### src/rtl/rp_err_pkg.sv
package rp_err_pkg;

  localparam int FLAG_W = 7;
  localparam int EN_W   = 3;

  // status flag positions
  localparam int F_COR   = 0;
  localparam int F_MCOR  = 1;
  localparam int F_UNC   = 2;
  localparam int F_MUNC  = 3;
  localparam int F_FIRST = 4;
  localparam int F_NF    = 5;
  localparam int F_FAT   = 6;

  typedef enum logic [1:0] {
    SEV_NONE     = 2'd0,
    SEV_COR      = 2'd1,
    SEV_NONFATAL = 2'd2,
    SEV_FATAL    = 2'd3
  } sev_e;

  // enable bit selected by a severity
  function automatic logic [EN_W-1:0] sev_enable(sev_e s);
    case (s)
      SEV_COR:      return 3'b001;
      SEV_NONFATAL: return 3'b010;
      SEV_FATAL:    return 3'b100;
      default:      return 3'b000;
    endcase
  endfunction

  // received flags expressed as the enables they map onto
  function automatic logic [EN_W-1:0] status_enable(logic [FLAG_W-1:0] f);
    return {f[F_FAT], f[F_NF], f[F_COR]};
  endfunction

  // flag update for one report
  function automatic logic [FLAG_W-1:0] merge_flags(logic [FLAG_W-1:0] f, sev_e s);
    logic [FLAG_W-1:0] r;
    r = f;
    case (s)
      SEV_COR: begin
        r[F_MCOR] = r[F_MCOR] | f[F_COR];
        r[F_COR]  = 1'b1;
      end
      SEV_NONFATAL: r[F_NF] = 1'b1;
      SEV_FATAL: begin
        r[F_FIRST] = r[F_FIRST] | ~f[F_UNC];
        r[F_FAT]   = 1'b1;
      end
      default: ;
    endcase
    if (s == SEV_NONFATAL || s == SEV_FATAL) begin
      r[F_MUNC] = r[F_MUNC] | f[F_UNC];
      r[F_UNC]  = 1'b1;
    end
    return r;
  endfunction

endpackage

### src/rtl/rp_err_status.sv
module rp_err_status
  import rp_err_pkg::*;
#(
  parameter int SRC_W = 16
) (
  input  logic              clk,
  input  logic              rst_n,
  input  logic              msg_valid,
  input  sev_e              msg_sev,
  input  logic [SRC_W-1:0]  msg_src,
  input  logic              clr_valid,
  input  logic [FLAG_W-1:0] clr_mask,
  output logic [FLAG_W-1:0] flags_q,
  output logic [SRC_W-1:0]  src_cor_q,
  output logic [SRC_W-1:0]  src_unc_q
);

  logic              msg_take;
  logic              is_unc;
  logic [FLAG_W-1:0] flags_base;
  logic [FLAG_W-1:0] flags_d;
  logic [SRC_W-1:0]  src_cor_d;
  logic [SRC_W-1:0]  src_unc_d;

  assign msg_take = msg_valid && (msg_sev != SEV_NONE);
  assign is_unc   = (msg_sev == SEV_NONFATAL) || (msg_sev == SEV_FATAL);

  // software clear resolves before the report of the same cycle
  always_comb begin
    flags_base = flags_q & ~(clr_valid ? clr_mask : '0);
    flags_d    = flags_base;
    src_cor_d  = src_cor_q;
    src_unc_d  = src_unc_q;
    if (msg_take) begin
      flags_d = merge_flags(flags_base, msg_sev);
      if (msg_sev == SEV_COR && !flags_base[F_COR]) src_cor_d = msg_src;
      if (is_unc && !flags_base[F_UNC])            src_unc_d = msg_src;
    end
  end

  always_ff @(posedge clk) begin
    if (!rst_n) begin
      flags_q   <= '0;
      src_cor_q <= '0;
      src_unc_q <= '0;
    end else begin
      flags_q   <= flags_d;
      src_cor_q <= src_cor_d;
      src_unc_q <= src_unc_d;
    end
  end

  assert_multi_cor_R1: assert property (@(posedge clk) disable iff (!rst_n)
    (msg_valid && msg_sev == SEV_COR && flags_q[F_COR] && !clr_valid) |=> flags_q[F_MCOR]);

  assert_cor_capture_R1: assert property (@(posedge clk) disable iff (!rst_n)
    (msg_valid && msg_sev == SEV_COR && !flags_q[F_COR] && !clr_valid)
      |=> src_cor_q == $past(msg_src));

  assert_first_fatal_R2: assert property (@(posedge clk) disable iff (!rst_n)
    (msg_valid && msg_sev == SEV_FATAL && !flags_q[F_UNC] && !clr_valid)
      |=> flags_q[F_FIRST] && flags_q[F_FAT]);

  assert_unc_capture_R3: assert property (@(posedge clk) disable iff (!rst_n)
    (msg_valid && is_unc && !flags_q[F_UNC] && !clr_valid)
      |=> src_unc_q == $past(msg_src) && flags_q[F_UNC]);

  assert_src_hold_R8: assert property (@(posedge clk) disable iff (!rst_n)
    !msg_valid |=> $stable(src_cor_q) && $stable(src_unc_q));

endmodule

### src/rtl/rp_err_notify.sv
module rp_err_notify
  import rp_err_pkg::*;
(
  input  logic              clk,
  input  logic              rst_n,
  input  logic              msg_valid,
  input  sev_e              msg_sev,
  input  logic [FLAG_W-1:0] flags_q,
  input  logic [EN_W-1:0]   cmd_q,
  input  logic              cmd_wr,
  input  logic [EN_W-1:0]   cmd_wdata,
  input  logic              msix_en,
  input  logic              msi_en,
  output logic              msix_pulse_q,
  output logic              msi_pulse_q,
  output logic              intx_q
);

  logic [EN_W-1:0] held_en;
  logic            msg_fire;
  logic            wr_fire;
  logic            msg_mode;

  assign held_en  = status_enable(flags_q);
  assign msg_mode = msix_en || msi_en;

  // report: its severity is enabled and nothing enabled was already pending
  assign msg_fire = msg_valid && (msg_sev != SEV_NONE)
                 && |(cmd_q & sev_enable(msg_sev))
                 && !(|(cmd_q & held_en));

  // enable write: a pending flag becomes enabled for the first time
  assign wr_fire = cmd_wr && |(cmd_wdata & held_en) && !(|(cmd_q & held_en));

  always_ff @(posedge clk) begin
    if (!rst_n) begin
      msix_pulse_q <= 1'b0;
      msi_pulse_q  <= 1'b0;
      intx_q       <= 1'b0;
    end else begin
      msix_pulse_q <= msix_en && (msg_fire || wr_fire);
      msi_pulse_q  <= !msix_en && msi_en && (msg_fire || wr_fire);
      if (msg_mode)
        intx_q <= 1'b0;
      else
        intx_q <= (cmd_wr ? |(cmd_wdata & held_en) : intx_q) | msg_fire;
    end
  end

  assert_one_mode_R5: assert property (@(posedge clk) disable iff (!rst_n)
    $onehot0({msix_pulse_q, msi_pulse_q}));

  assert_msix_first_R5: assert property (@(posedge clk) disable iff (!rst_n)
    msi_pulse_q |-> !$past(msix_en));

  assert_pulse_single_R5: assert property (@(posedge clk) disable iff (!rst_n)
    (msix_pulse_q || msi_pulse_q) |=> !(msix_pulse_q || msi_pulse_q));

  assert_no_repeat_irq_R4: assert property (@(posedge clk) disable iff (!rst_n)
    (msg_valid && !cmd_wr && |(cmd_q & held_en)) |=> !msix_pulse_q && !msi_pulse_q);

  assert_intx_quiet_R6: assert property (@(posedge clk) disable iff (!rst_n)
    msg_mode |=> !intx_q);

endmodule

### src/rtl/rp_err_collector.sv
module rp_err_collector
  import rp_err_pkg::*;
#(
  parameter int SRC_W  = 16,
  parameter int VEC_W  = 5,
  parameter int DATA_W = 32,
  parameter int ADDR_W = 2
) (
  input  logic              clk,
  input  logic              rst_n,
  input  logic              msg_valid,
  input  logic [1:0]        msg_sev,
  input  logic [SRC_W-1:0]  msg_src,
  input  logic [VEC_W-1:0]  msg_num,
  input  logic              msix_en,
  input  logic              msi_en,
  input  logic              reg_wr,
  input  logic [ADDR_W-1:0] reg_addr,
  input  logic [DATA_W-1:0] reg_wdata,
  output logic [DATA_W-1:0] reg_rdata,
  output logic              msix_pulse,
  output logic              msi_pulse,
  output logic [VEC_W-1:0]  irq_vector,
  output logic              intx_level
);

  localparam int STAT_PAD = DATA_W - VEC_W - FLAG_W;
  localparam int CMD_PAD  = DATA_W - EN_W;
  localparam logic [ADDR_W-1:0] A_CMD  = 0;
  localparam logic [ADDR_W-1:0] A_STAT = 1;
  localparam logic [ADDR_W-1:0] A_SRC  = 2;

  sev_e              sev;
  logic [EN_W-1:0]   cmd_q;
  logic [VEC_W-1:0]  vec_q;
  logic              cmd_wr;
  logic              stat_wr;
  logic [FLAG_W-1:0] flags_q;
  logic [SRC_W-1:0]  src_cor_q;
  logic [SRC_W-1:0]  src_unc_q;

  assign sev     = sev_e'(msg_sev);
  assign cmd_wr  = reg_wr && (reg_addr == A_CMD);
  assign stat_wr = reg_wr && (reg_addr == A_STAT);

  always_ff @(posedge clk) begin
    if (!rst_n) begin
      cmd_q <= '0;
      vec_q <= '0;
    end else begin
      vec_q <= msg_num;
      if (cmd_wr) cmd_q <= reg_wdata[EN_W-1:0];
    end
  end

  rp_err_status #(.SRC_W(SRC_W)) u_status (
    .clk       (clk),
    .rst_n     (rst_n),
    .msg_valid (msg_valid),
    .msg_sev   (sev),
    .msg_src   (msg_src),
    .clr_valid (stat_wr),
    .clr_mask  (reg_wdata[FLAG_W-1:0]),
    .flags_q   (flags_q),
    .src_cor_q (src_cor_q),
    .src_unc_q (src_unc_q)
  );

  rp_err_notify u_notify (
    .clk          (clk),
    .rst_n        (rst_n),
    .msg_valid    (msg_valid),
    .msg_sev      (sev),
    .flags_q      (flags_q),
    .cmd_q        (cmd_q),
    .cmd_wr       (cmd_wr),
    .cmd_wdata    (reg_wdata[EN_W-1:0]),
    .msix_en      (msix_en),
    .msi_en       (msi_en),
    .msix_pulse_q (msix_pulse),
    .msi_pulse_q  (msi_pulse),
    .intx_q       (intx_level)
  );

  assign irq_vector = vec_q;

  always_comb begin
    case (reg_addr)
      A_CMD:   reg_rdata = {{CMD_PAD{1'b0}}, cmd_q};
      A_STAT:  reg_rdata = {vec_q, {STAT_PAD{1'b0}}, flags_q};
      A_SRC:   reg_rdata = {src_unc_q, src_cor_q};
      default: reg_rdata = '0;
    endcase
  end

  assert_vec_follow_R9: assert property (@(posedge clk) disable iff (!rst_n)
    stat_wr |=> irq_vector == $past(msg_num));

  assert_cmd_load_R9: assert property (@(posedge clk) disable iff (!rst_n)
    cmd_wr |=> cmd_q == $past(reg_wdata[EN_W-1:0]));

endmodule

### config.mk
export PLATFORM = sky130hd
export DESIGN_NAME = rp_err_collector
export DESIGN_NICKNAME = d
export VERILOG_FILES = /design/src/rtl/rp_err_pkg.sv /design/src/rtl/rp_err_status.sv /design/src/rtl/rp_err_notify.sv /design/src/rtl/rp_err_collector.sv
export SDC_FILE = /design/constraint.sdc
export NUM_CORES = 1
export LEC_CHECK = 0
export ABC_CLOCK_PERIOD_IN_PS = 2100
export BUFFER_PORTS_ARGS = -buffer_cell sky130_fd_sc_hd__buf_2
export CORE_UTILIZATION = 54
export CTS_BUF_LIST = sky130_fd_sc_hd__clkbuf_2 sky130_fd_sc_hd__clkbuf_4 sky130_fd_sc_hd__clkbuf_8
export DETAILED_ROUTE_END_ITERATION = 12
export PLACE_DENSITY = 0.95
export SYNTH_ARGS = -nofsm -noshare
export SYNTH_HDL_FRONTEND = slang
export SYNTH_SLANG_ARGS = --single-unit
### constraint.sdc
create_clock -name clk -period 2.1 [get_ports clk]
set_clock_uncertainty 0.2 [all_clocks]
set_input_delay 0.21 -clock clk [delete_from_list [all_inputs] [get_ports clk]]
set_output_delay 0.21 -clock clk [all_outputs]
set_load 0.02 [all_outputs]
==> results of run 1 <==
## cell usage in the layout, fill, tap and decap left out, types with 7 or more instances in the layout
cell type | synthesis | final
sky130_fd_sc_hd__a22o_1 | 9 | 9
sky130_fd_sc_hd__and2_1 | 26 | 26
sky130_fd_sc_hd__buf_2 | 5 | 76
sky130_fd_sc_hd__buf_4 | 1 | 10
sky130_fd_sc_hd__dfxtp_1 | 50 | 50
sky130_fd_sc_hd__dlygate4sd3_1 | 0 | 21
sky130_fd_sc_hd__mux2i_1 | 23 | 23
sky130_fd_sc_hd__nand2_1 | 41 | 41
sky130_fd_sc_hd__nand3_1 | 17 | 17
sky130_fd_sc_hd__nand4_1 | 32 | 32
sky130_fd_sc_hd__nand4b_1 | 35 | 35
sky130_fd_sc_hd__o21ai_0 | 7 | 7
## layer usage
metal / track usage / up-vias / wire length, um
li1: - / 1299 / -
met4: 0.1133 / 0 / 215
met3: 0.05139 / 20 / 513
met1: 0.3564 / 1288 / 3155
met2: 0.4611 / 136 / 3371
met5: 0 / - / 0
## per-stage QoR
step,cells,area (um2),setup WS [ps]
floorplan,308,2654,483.3
global placement,430,3074,461.7
detailed placement,430,3074,396.4
CTS,459,3379,321.7
global route,459,3379,241.1
finish,459,3379,271.2
## cell families (layout without fill, tap and decap cells)
| group | Yosys count | count (layout) | share of synthesized area |
|---|---|---|---|
| simple gates | 167 | 167 | 0.3828 |
| compound gates | 31 | 31 | 0.09288 |
| flops | 50 | 50 | 0.3772 |
| buf+inv | 37 | 121 | 0.06035 |
| mux | 23 | 23 | 0.08675 |
## path summary, 6_finish.rpt
kind | slack, ps | start | depth (start not counted) | to
max | 270 | u_status.flags_q[2] | 3 | reg_rdata[2]
min | 5 | msg_src[9] | 3 | u_status.src_unc_q[9]
max reg2reg | 540 | u_status.flags_q[2] | 3 | u_status.flags_q[4]
min reg2reg | 260 | u_status.src_cor_q[12] | 2 | u_status.src_cor_q[12]
## area by class of cell
class	instances	area (um2)	area share
clock buffers	7	90.09	0.02666
clock inverters	1	5.005	0.001481
inverters	5	18.77	0.005554
multi-input cells	221	1495	0.4424
flip-flops and latches	50	1001	0.2962
well taps	67	83.83	0.02481
repair buffers	108	685.7	0.2029
## flip-flops by register name (all words and copies together) (netlist names)
register,flops
u_status.src_unc_q,16
u_notify.msi_pulse_q,1
u_status.flags_q,7
cmd_q,3
irq_vector,5
u_notify.msix_pulse_q,1
u_notify.intx_q,1
u_status.src_cor_q,16
## worst min-delay path, stage by stage
cell and delay, ps:
sky130_fd_sc_hd__buf_2 110, sky130_fd_sc_hd__nand4_1 80, sky130_fd_sc_hd__nand4_1 80
## power breakdown
| part | internal, mW | switching, mW |
|---|---|---|
| clock | 0.279 | 0.316 |
| combinational | 0.146 | 0.190 |
| sequential | 0.993 | 0.0360 |
## repair_timing
item                                   CTS  global route
setup endpoints to repair                0             0
hold buffers                            21             0
endpoints found under the hold margin   28             0
==> summary.txt, run 1 <==
Outcome
  • Run status: finished clean

Finish
  • # fillers: 354
  • Antenna diode instance count: 0
  • Synth-to-layout area growth: 27.35%
  • Final core occ: 0.7155
  • Layout cells sized above 1: 0.2526
  • Net count of the finished layout: 454

Synthesis
  • Distinct cell type count of the synthesized netlist: 33
  • EDFF count, synth: 0
  • Largest area contributor in the synthesized netlist: sky130_fd_sc_hd__dfxtp_1
  • Cell types occupying the most area after synthesis: sky130_fd_sc_hd__dfxtp_1 38%, sky130_fd_sc_hd__nand4b_1 12%, sky130_fd_sc_hd__mux2i_1 8.7%, sky130_fd_sc_hd__nand4_1 7.5%, sky130_fd_sc_hd__and2_1 6.1%
  • Net count after synthesis: roughly 370
  • Synthesized area per cell: 8.616 um2
  • Proportion of register bits with asynchronous set or reset after synthesis: 0
  • Seq cells post-synth: 50
  • Synthesized cell area: 2654 um2
  • Most frequently used flop master after synthesis: sky130_fd_sc_hd__dfxtp_1
  • Top-count cell post-synth: sky130_fd_sc_hd__dfxtp_1
  • Cell count after synthesis: 308
  • Ys Warns: 0
  • Synth top area share: 0.3772
  • Sequential fraction of the synthesis area: 0.3772
  • Most instantiated cells after synthesis: 50 x sky130_fd_sc_hd__dfxtp_1, 41 x sky130_fd_sc_hd__nand2_1, 35 x sky130_fd_sc_hd__nand4b_1, 32 x sky130_fd_sc_hd__nand4_1, 26 x sky130_fd_sc_hd__and2_1

Critical path
  • Cell with the biggest individual delay on the critical path: sky130_fd_sc_hd__dfxtp_1
  • Startpoint type of the worst setup path: flop
  • Kind of cell adding the most delay to the critical path: flip-flops
  • Arrival time of data at the critical path endpoint: 1420 ps
  • Biggest cell delay along the critical path: 570 ps
  • Highest net fanout along the worst path: 12
  • CP Buf/Inv Count: 1
  • Critical path cell sequence: mux2i_1 -> o21ai_0 -> buf_2
  • Req. time, crit path: 1690 ps
  • Class of the most critical setup path: reg2out
  • Critical Path End Type: primary output

STA
  • Final Critical Period: 1829 ps
  • Number of max-slew violations in the final report: 0
  • Achievable Freq: around 550 MHz
  • Relative slew slack: 0.6580
  • Setup TNS: 0 ps
  • Hold Slack: 4.778 ps
  • Final setup violation count: 0
  • Crit share post-route: 0.8709
  • Transition time at the pin with the least slew margin: between 500 and 600 ps
  • Final Hold Vio Count: 0
  • Unrepaired setup endpoints after global routing: false

Power and ir drop
  • Power Dens Cells: 580.0 nW/um2
  • Maximum ir drop on the vdd rail: 0.0005701 V
  • Leakage power: 1.451 nW
  • Design Power: 1.960 mW

Global route
  • Largest net degree at the start of global routing: 60
  • GRT Residual Overflow: 0
  • Wire length of the first global-routing pass: 11,360 um
  • Initial antenna violation count: 0
  • Total GRT Usage: 0.2779
  • Vias in the first global route: between 2,000 and 2,500

Routing
  • Routed WL per cell: 15.81 um
  • Detailed Routing Iterations Pass 1: 5
  • First DRT Iteration DRCs: roughly 210
  • Via count: between 2,000 and 3,000
  • Post-detailed-route via-to-cell ratio: 5.976
  • Number of design rule violations left after detail routing: 0
  • Residual antenna-violating net count after detailed routing: 0
  • Post-Route WL: 7256 um

CTS
  • CTS clk-pin slew, worst paths: 90 ps
  • Clock latency on the worst-skew pair: 300 ps
  • Post-CTS Setup Inserts: 0
  • H-tree level count: 2
  • Clock sink count: 50
  • Maximum clock path buffer count: 2
  • Clock tree from TritonCTS: yes
  • Post-cts sizing count: 0
  • Root buffer cell: sky130_fd_sc_hd__clkbuf_8
  • Number of buffers added by the clock tree synthesis step: 5

Die
  • Initial Utilization: 0.5619
  • Area of the core: 4723 um2
  • DIE HEIGHT: 72.11 um
  • Die outline area: 5199 um2
  • Horizontal die dimension: 72.11 um
  • Row count: 25
  • Num ports: around 100

Placed design
  • Post-detail-place hpwl: 4749 um
  • Global placer's final weighted congestion: approximately 0.91
  • Number of input and output port buffers inserted: 77

Job
  • Max-cap violations: 0

Hold path
  • Class of the most critical hold timing path: in2reg
Note: power is estimated with default switching activity, not from simulation.
==> run 2, diff against run 1 <==
SETUP_SLACK_MARGIN = 0.5   (was unset)
==> run 2 against run 1 <==
Net effect: combinational power is 9.2% higher; sequential power about the same; die area unchanged; first-iteration DRC count increased by 83%; critical endpoint is now reg_rdata[19]; sequential share of layout area fell by 0.65 points; core utilization is 2.3 points higher; register-to-register slack better by 100 ps; total power up 1.9%; critical path depth is 2 higher; hold slack better by 1.2 ps.
==> summary.txt, run 2 (synthesized netlist as in run 1, its figures left out) <==
Finish
  • Highest-count cells in the layout ignoring fill and taps: 74 x sky130_fd_sc_hd__buf_2, 46 x sky130_fd_sc_hd__dfxtp_1, 41 x sky130_fd_sc_hd__nand2_1
  • # fillers: 330
  • Antenna diode instance count: 0
  • Final instance area: 3490 um2
  • Multi-input gate area in the final layout: about 1500 um2
  • Largest registers in the final layout: u_status.src_cor_q x16, u_status.src_unc_q x16, u_status.flags_q x7
  • Sequential Area: 1011 um2
  • Commonest non-fill, non-tap cell in the layout: sky130_fd_sc_hd__buf_2
  • Synth-to-layout area growth: 31.49%
  • Layout cells sized above 1: 0.2652
  • Net count of the finished layout: 458

Die
  • Initial Utilization: 0.5619
  • DIE HEIGHT: 72.11 um
  • Row count: 25
  • Horizontal die dimension: 72.11 um
  • Die outline area: approximately 5200 um2
  • Area of the core: roughly 4700 um2
  • Num ports: a little over 100

Critical path
  • Highest net fanout along the worst path: 16
  • Arrival time of data at the critical path endpoint: 1160 ps
  • Critical Path End Type: primary output
  • Class of the most critical setup path: in2out
  • Req. time, crit path: approximately 1700 ps
  • Startpoint type of the worst setup path: input pin
  • R2r setup slk: ~640 ps

Power and ir drop
  • Leakage power: between 1 and 1.5 nW
  • Maximum ir drop on the vdd rail: between 0.0004 and 0.0005 V
  • Design Power: 1.997 mW
  • Power Dens Cells: 572.3 nW/um2

CTS
  • Clock latency on the worst-skew pair: 310 ps
  • Clock tree from TritonCTS: yes
  • Number of buffers added by the clock tree synthesis step: 5
  • H-tree level count: 2
  • Root buffer cell: sky130_fd_sc_hd__clkbuf_8
  • CTS clk-pin slew, worst paths: 90 ps
  • Clock sink count: 50
  • Maximum clock path buffer count: 2

Routing
  • Residual antenna-violating net count after detailed routing: 0
  • Via count: between 2,000 and 3,000
  • Detailed Routing Iterations Pass 1: 5
  • Post-detailed-route via-to-cell ratio: about 6
  • First DRT Iteration DRCs: 389
  • Post-Route WL: ~8000 um
  • Number of design rule violations left after detail routing: 0
  • Routed WL per cell: 17.19 um

Global route
  • Met3 track demand over resource: 0.06944
  • GRT Residual Overflow: 0
  • Layer carrying the most global-route usage: met2
  • Vias in the first global route: 2,438
  • Total GRT Usage: 0.2932
  • Initial antenna violation count: 0
  • Wire length of the first global-routing pass: 11,790 um
  • Met1 track utilization from global routing: 0.3599
  • Largest net degree at the start of global routing: 91
  • Met2 track utilization from global routing: 0.4839

STA
  • Final Critical Period: 1572 ps
  • Achievable Freq: 636.2 MHz
  • Final setup violation count: 0
  • Transition time at the pin with the least slew margin: 477.4 ps
  • Number of max-slew violations in the final report: 0
  • Relative slew slack: 0.6817
  • Setup TNS: 0 ps
  • Crit share post-route: 0.7485
  • Unrepaired setup endpoints after global routing: false
  • Final Hold Vio Count: 0

Placed design
  • Number of input and output port buffers inserted: 77
  • Cell Area, Placed: between 3000 and 4000 um2
  • Global placer's final weighted congestion: 0.9139
  • Post-detail-place hpwl: 4561 um

Hold path
  • Class of the most critical hold timing path: in2reg

Job
  • Max-cap violations: 0

Outcome
  • Run status: finished clean
==> run 2: cell types whose count changed in the layout (fill, tap and decap cells not counted), moves of 2 or more <==
cell	delta
sky130_fd_sc_hd__buf_2	-2
sky130_fd_sc_hd__dlygate4sd3_1	+3
sky130_fd_sc_hd__dfxtp_1	-4
sky130_fd_sc_hd__dfxtp_4	+2
sky130_fd_sc_hd__clkbuf_16	+2
sky130_fd_sc_hd__o21ai_0	-2
sky130_fd_sc_hd__dfxtp_2	+2
sky130_fd_sc_hd__o21ai_1	+2
==> run 2: per-layer routing <==
layer,up-vias,part of all wire,wire [um]
li1,1310,-,-
met2,178,0.48,3809
met3,27,0.086,683
met1,1341,0.40,3211
met5,-,0,0
met4,0,0.032,256
==> run 2: cell type report <==
class,instances,share of cell area
well taps,67,0.02402
multi-input cells,221,0.4303
flip-flops and latches,50,0.2897
clock inverters,1,0.001434
repair buffers,112,0.2234
inverters,5,0.005378
clock buffers,7,0.02582
==> run 2: worst max-delay path, stage by stage <==
cell and delay, ps:
sky130_fd_sc_hd__buf_4 160, sky130_fd_sc_hd__nor2b_4 260, sky130_fd_sc_hd__clkbuf_16 230, sky130_fd_sc_hd__and2_1 120, sky130_fd_sc_hd__buf_2 160
==> run 2: power by group <==
group / total [mW] / internal [mW] / switching (mW)
sequential: 1.03 / 0.992 / 0.0333
clock: 0.605 / 0.279 / 0.325
combinational: 0.367 / 0.163 / 0.204
==> run 2: timing repair <==
action	4_1_cts	5_1_grt
gates cloned	0	2
buffers inserted	0	1
endpoints found under the hold margin	33	0
setup endpoints to repair	11	5
hold buffers	24	0
gates resized for setup	4	10
==> run 2: worst paths after layout <==
| kind | start | to | depth (start not counted) |
|---|---|---|---|
| worst min register to register | u_status.src_cor_q[13] | u_status.src_cor_q[13] | 2 |
| worst max register to register | u_status.flags_q[5] | u_notify.msix_pulse_q | 3 |
| worst min-delay path | reg_wdata[0] | cmd_q[0] | 3 |
| worst max-delay path | reg_addr[0] | reg_rdata[19] | 5 |
==> run 2: stage by stage <==
step	utilization	hold slack (ps)	instances	worst slack, ps
detailed placement	0.6503	220.4	428	441.0
global placement	0.6503	214.5	428	456.8
CTS	0.7226	1.035	460	426.6
global route	0.7388	20.41	463	498.6
floorplan	-	135.9	308	557.7
finish	0.7388	5.968	463	528.1
==> run 3, diff against run 2 <==
ABC_CLOCK_PERIOD_IN_PS = 1600   (was 2100)
CORE_UTILIZATION = 51   (was 54)
PLACE_DENSITY = 0.94   (was 0.95)
clock period = 1.6 ns   (was 2.1 ns; I/O delays follow)
==> run 3 against run 2 <==
Net effect: the run now ends with negative hold slack left; worst setup slack worse by 520 ps; via count up 30%; cell area up 33%; register-to-register slack got worse by 630 ps; flip-flop and latch count unchanged; count of clock-buffer cells in the layout decreased by 1; hold slack worse by 17 ps; global-route usage rose by 13 points; clock power up 62%; critical endpoint is now u_notify.msi_pulse_q; largest cell class unchanged.
==> summary.txt, run 3 (synthesized netlist as in run 1, its figures left out) <==
Critical path
  • R2R Path Start: u_status.flags_q[5]
  • Worst setup path startpoint: u_status.flags_q[5]
  • Startpoint type of the worst setup path: flop
  • Reg-to-reg endpoint: u_notify.msi_pulse_q
  • Class of the most critical setup path: reg2reg
  • Arrival time of data at the critical path endpoint: 1660 ps
  • Critical path endpoint: u_notify.msi_pulse_q
  • Critical Path End Type: flop
  • R2r setup slk: 9 ps
  • R2R depth: 4
  • Highest net fanout along the worst path: 4
  • Req. time, crit path: 1670 ps

Routing
  • Post-detailed-route via-to-cell ratio: about 7.3
  • First DRT Iteration DRCs: 873
  • Residual antenna-violating net count after detailed routing: 0
  • Routed WL per cell: about 29 um
  • Detailed Routing Iterations Pass 1: 9
  • Post-Route WL: 14,610 um
  • Via count: 3,700
  • Number of design rule violations left after detail routing: 0

Placed design
  • Post-Place Setup Slack: about 100 ps
  • Cell Area, Placed: 3259 um2
  • Number of input and output port buffers inserted: 77
  • Global placer's final weighted congestion: 0.9726
  • Post-detail-place hpwl: 4640 um

Outcome
  • Run status: finished, violations left
  • Violated checks: negative hold slack

STA
  • Min setup slack post-route: 9.488 ps
  • Unrepaired setup endpoints after global routing: true
  • Transition time at the pin with the least slew margin: 496.1 ps
  • Final setup violation count: 0
  • Relative slew slack: 0.6686
  • Final Hold Vio Count: 1
  • Hold Slack: -11.09 ps
  • Number of max-slew violations in the final report: 0
  • Setup TNS: 0 ps
  • Crit share post-route: 0.9941
  • Achievable Freq: 628.7 MHz
  • Final Critical Period: 1591 ps

Hold path
  • Class of the most critical hold timing path: in2reg

Power and ir drop
  • Maximum ir drop on the vdd rail: a little over 0.0007 V
  • Internal Pwr Total: 2.205 mW
  • Share of total power in combinational logic: 0.261
  • Switch Pwr: 0.9700 mW
  • Leakage power: 1.967 nW
  • Proportion of power drawn by the clock network: 0.308
  • Sw Share: 0.3055
  • Portion of total power attributed to sequential cells: 0.431
  • Power Dens Cells: approximately 680 nW/um2

Finish
  • Net count of the finished layout: 504
  • Commonest non-fill, non-tap cell in the layout: sky130_fd_sc_hd__buf_6
  • Layout cells sized above 1: 0.5226
  • Highest-count cells in the layout ignoring fill and taps: 53 x sky130_fd_sc_hd__buf_6, 41 x sky130_fd_sc_hd__nand2_1, 37 x sky130_fd_sc_hd__dfxtp_2
  • Synth-to-layout area growth: 74.82%
  • Largest registers in the final layout: u_status.src_cor_q x16, u_status.src_unc_q x16, u_status.flags_q x7
  • Final instance area: 4639 um2

Die
  • Initial Utilization: 0.5474
  • Die outline area: 5496 um2
  • Horizontal die dimension: between 70 and 80 um
  • Row count: 25
  • Area of the core: 4848 um2
  • DIE HEIGHT: 74.14 um
  • Num ports: 103

Global route
  • Largest net degree at the start of global routing: 57
  • Layer carrying the most global-route usage: met2
  • Vias in the first global route: 3,189
  • Met1 track utilization from global routing: 0.4971
  • Wire length of the first global-routing pass: 16,860 um
  • Total GRT Usage: 0.4198
  • Met3 track demand over resource: 0.08266
  • Met2 track utilization from global routing: 0.7051
  • GRT Residual Overflow: 0
  • Initial antenna violation count: 1

CTS
  • H-tree level count: 2
  • Maximum clock path buffer count: 2
  • Clock tree from TritonCTS: yes
  • CTS clk-pin slew, worst paths: 100 ps
  • Number of buffers added by the clock tree synthesis step: 5
  • Root buffer cell: sky130_fd_sc_hd__clkbuf_8
  • Clock latency on the worst-skew pair: 330 ps
  • Clock sink count: 50

Job
  • Max-cap violations: 0
## run 3: cell types whose count changed in the layout (fill, tap and decap cells not counted), sizes merged
cell / change
clkinvlp: +1
buf: +40
dlygate4sd3: +3
clkinv: -1
dlymetal6s4s: +2
diode: +1
bufinv: +1
## run 3: metal layers
layer	share of wire	routed length (um)
met5	0	0
met4	0.11	1574
met3	0.13	1940
met2	0.44	6434
met1	0.32	4663
## run 3: worst min path at each step
stage | from | to | slack, ps | cells after the start
after floorplan | msg_num[0] | irq_vector[0] | 90 | 1
after global placement | msg_num[4] | irq_vector[4] | 170 | 2
after detailed placement | msg_num[3] | irq_vector[3] | 170 | 2
after CTS | reg_wdata[5] | u_status.flags_q[5] | 3 | 3
after global routing | reg_wdata[5] | u_status.flags_q[5] | 10 | 3
final | reg_wdata[5] | u_status.flags_q[5] | -10 | 3
## run 3: critical path, cell delays in order, from the launching register on
cell	delay (ps)
sky130_fd_sc_hd__dfxtp_4	370
sky130_fd_sc_hd__a222oi_1	410
sky130_fd_sc_hd__buf_4	210
sky130_fd_sc_hd__nand4b_1	170
sky130_fd_sc_hd__nor2_2	160
## run 3: what timing repair did
action	in CTS	in global routing
pin swaps	14	31
hold endpoints to repair	45	0
cloned	5	2
hold buffers	29	0
resized for setup	135	64
buffers inserted	24	12
endpoints found under the setup margin	76	84
## run 3: layout make-up
class / instances / area [um2]
tap: 67 / 83.83
multi-input combinational: 221 / 1743
sequential: 50 / 1062
antenna: 1 / 2.502
clock buffer: 6 / 76.32
inverter: 5 / 18.77
clock inverter: 2 / 37.54
timing repair buffer: 158 / 1615
fill: 94 / 209.0
## run 3: power by group through the flow
stage / clock [mW] / sequential [mW] / combinational (mW)
floorplan: 0 / 1.38 / 0.284
global placement: 0 / 1.37 / 0.419
global route: 1.02 / 1.37 / 0.849
detailed placement: 0 / 1.38 / 0.429
CTS: 0.935 / 1.35 / 0.652
finish: 0.980 / 1.37 / 0.828
## run 3: per-stage QoR
stage | total power [mW] | utilization | cells
floorplan | 1.660 | - | 308
global placement | 1.793 | 0.6723 | 429
detailed placement | 1.807 | 0.6723 | 429
CTS | 2.939 | 0.8903 | 495
global route | 3.236 | 0.9569 | 510
finish | 3.175 | 0.9569 | 510
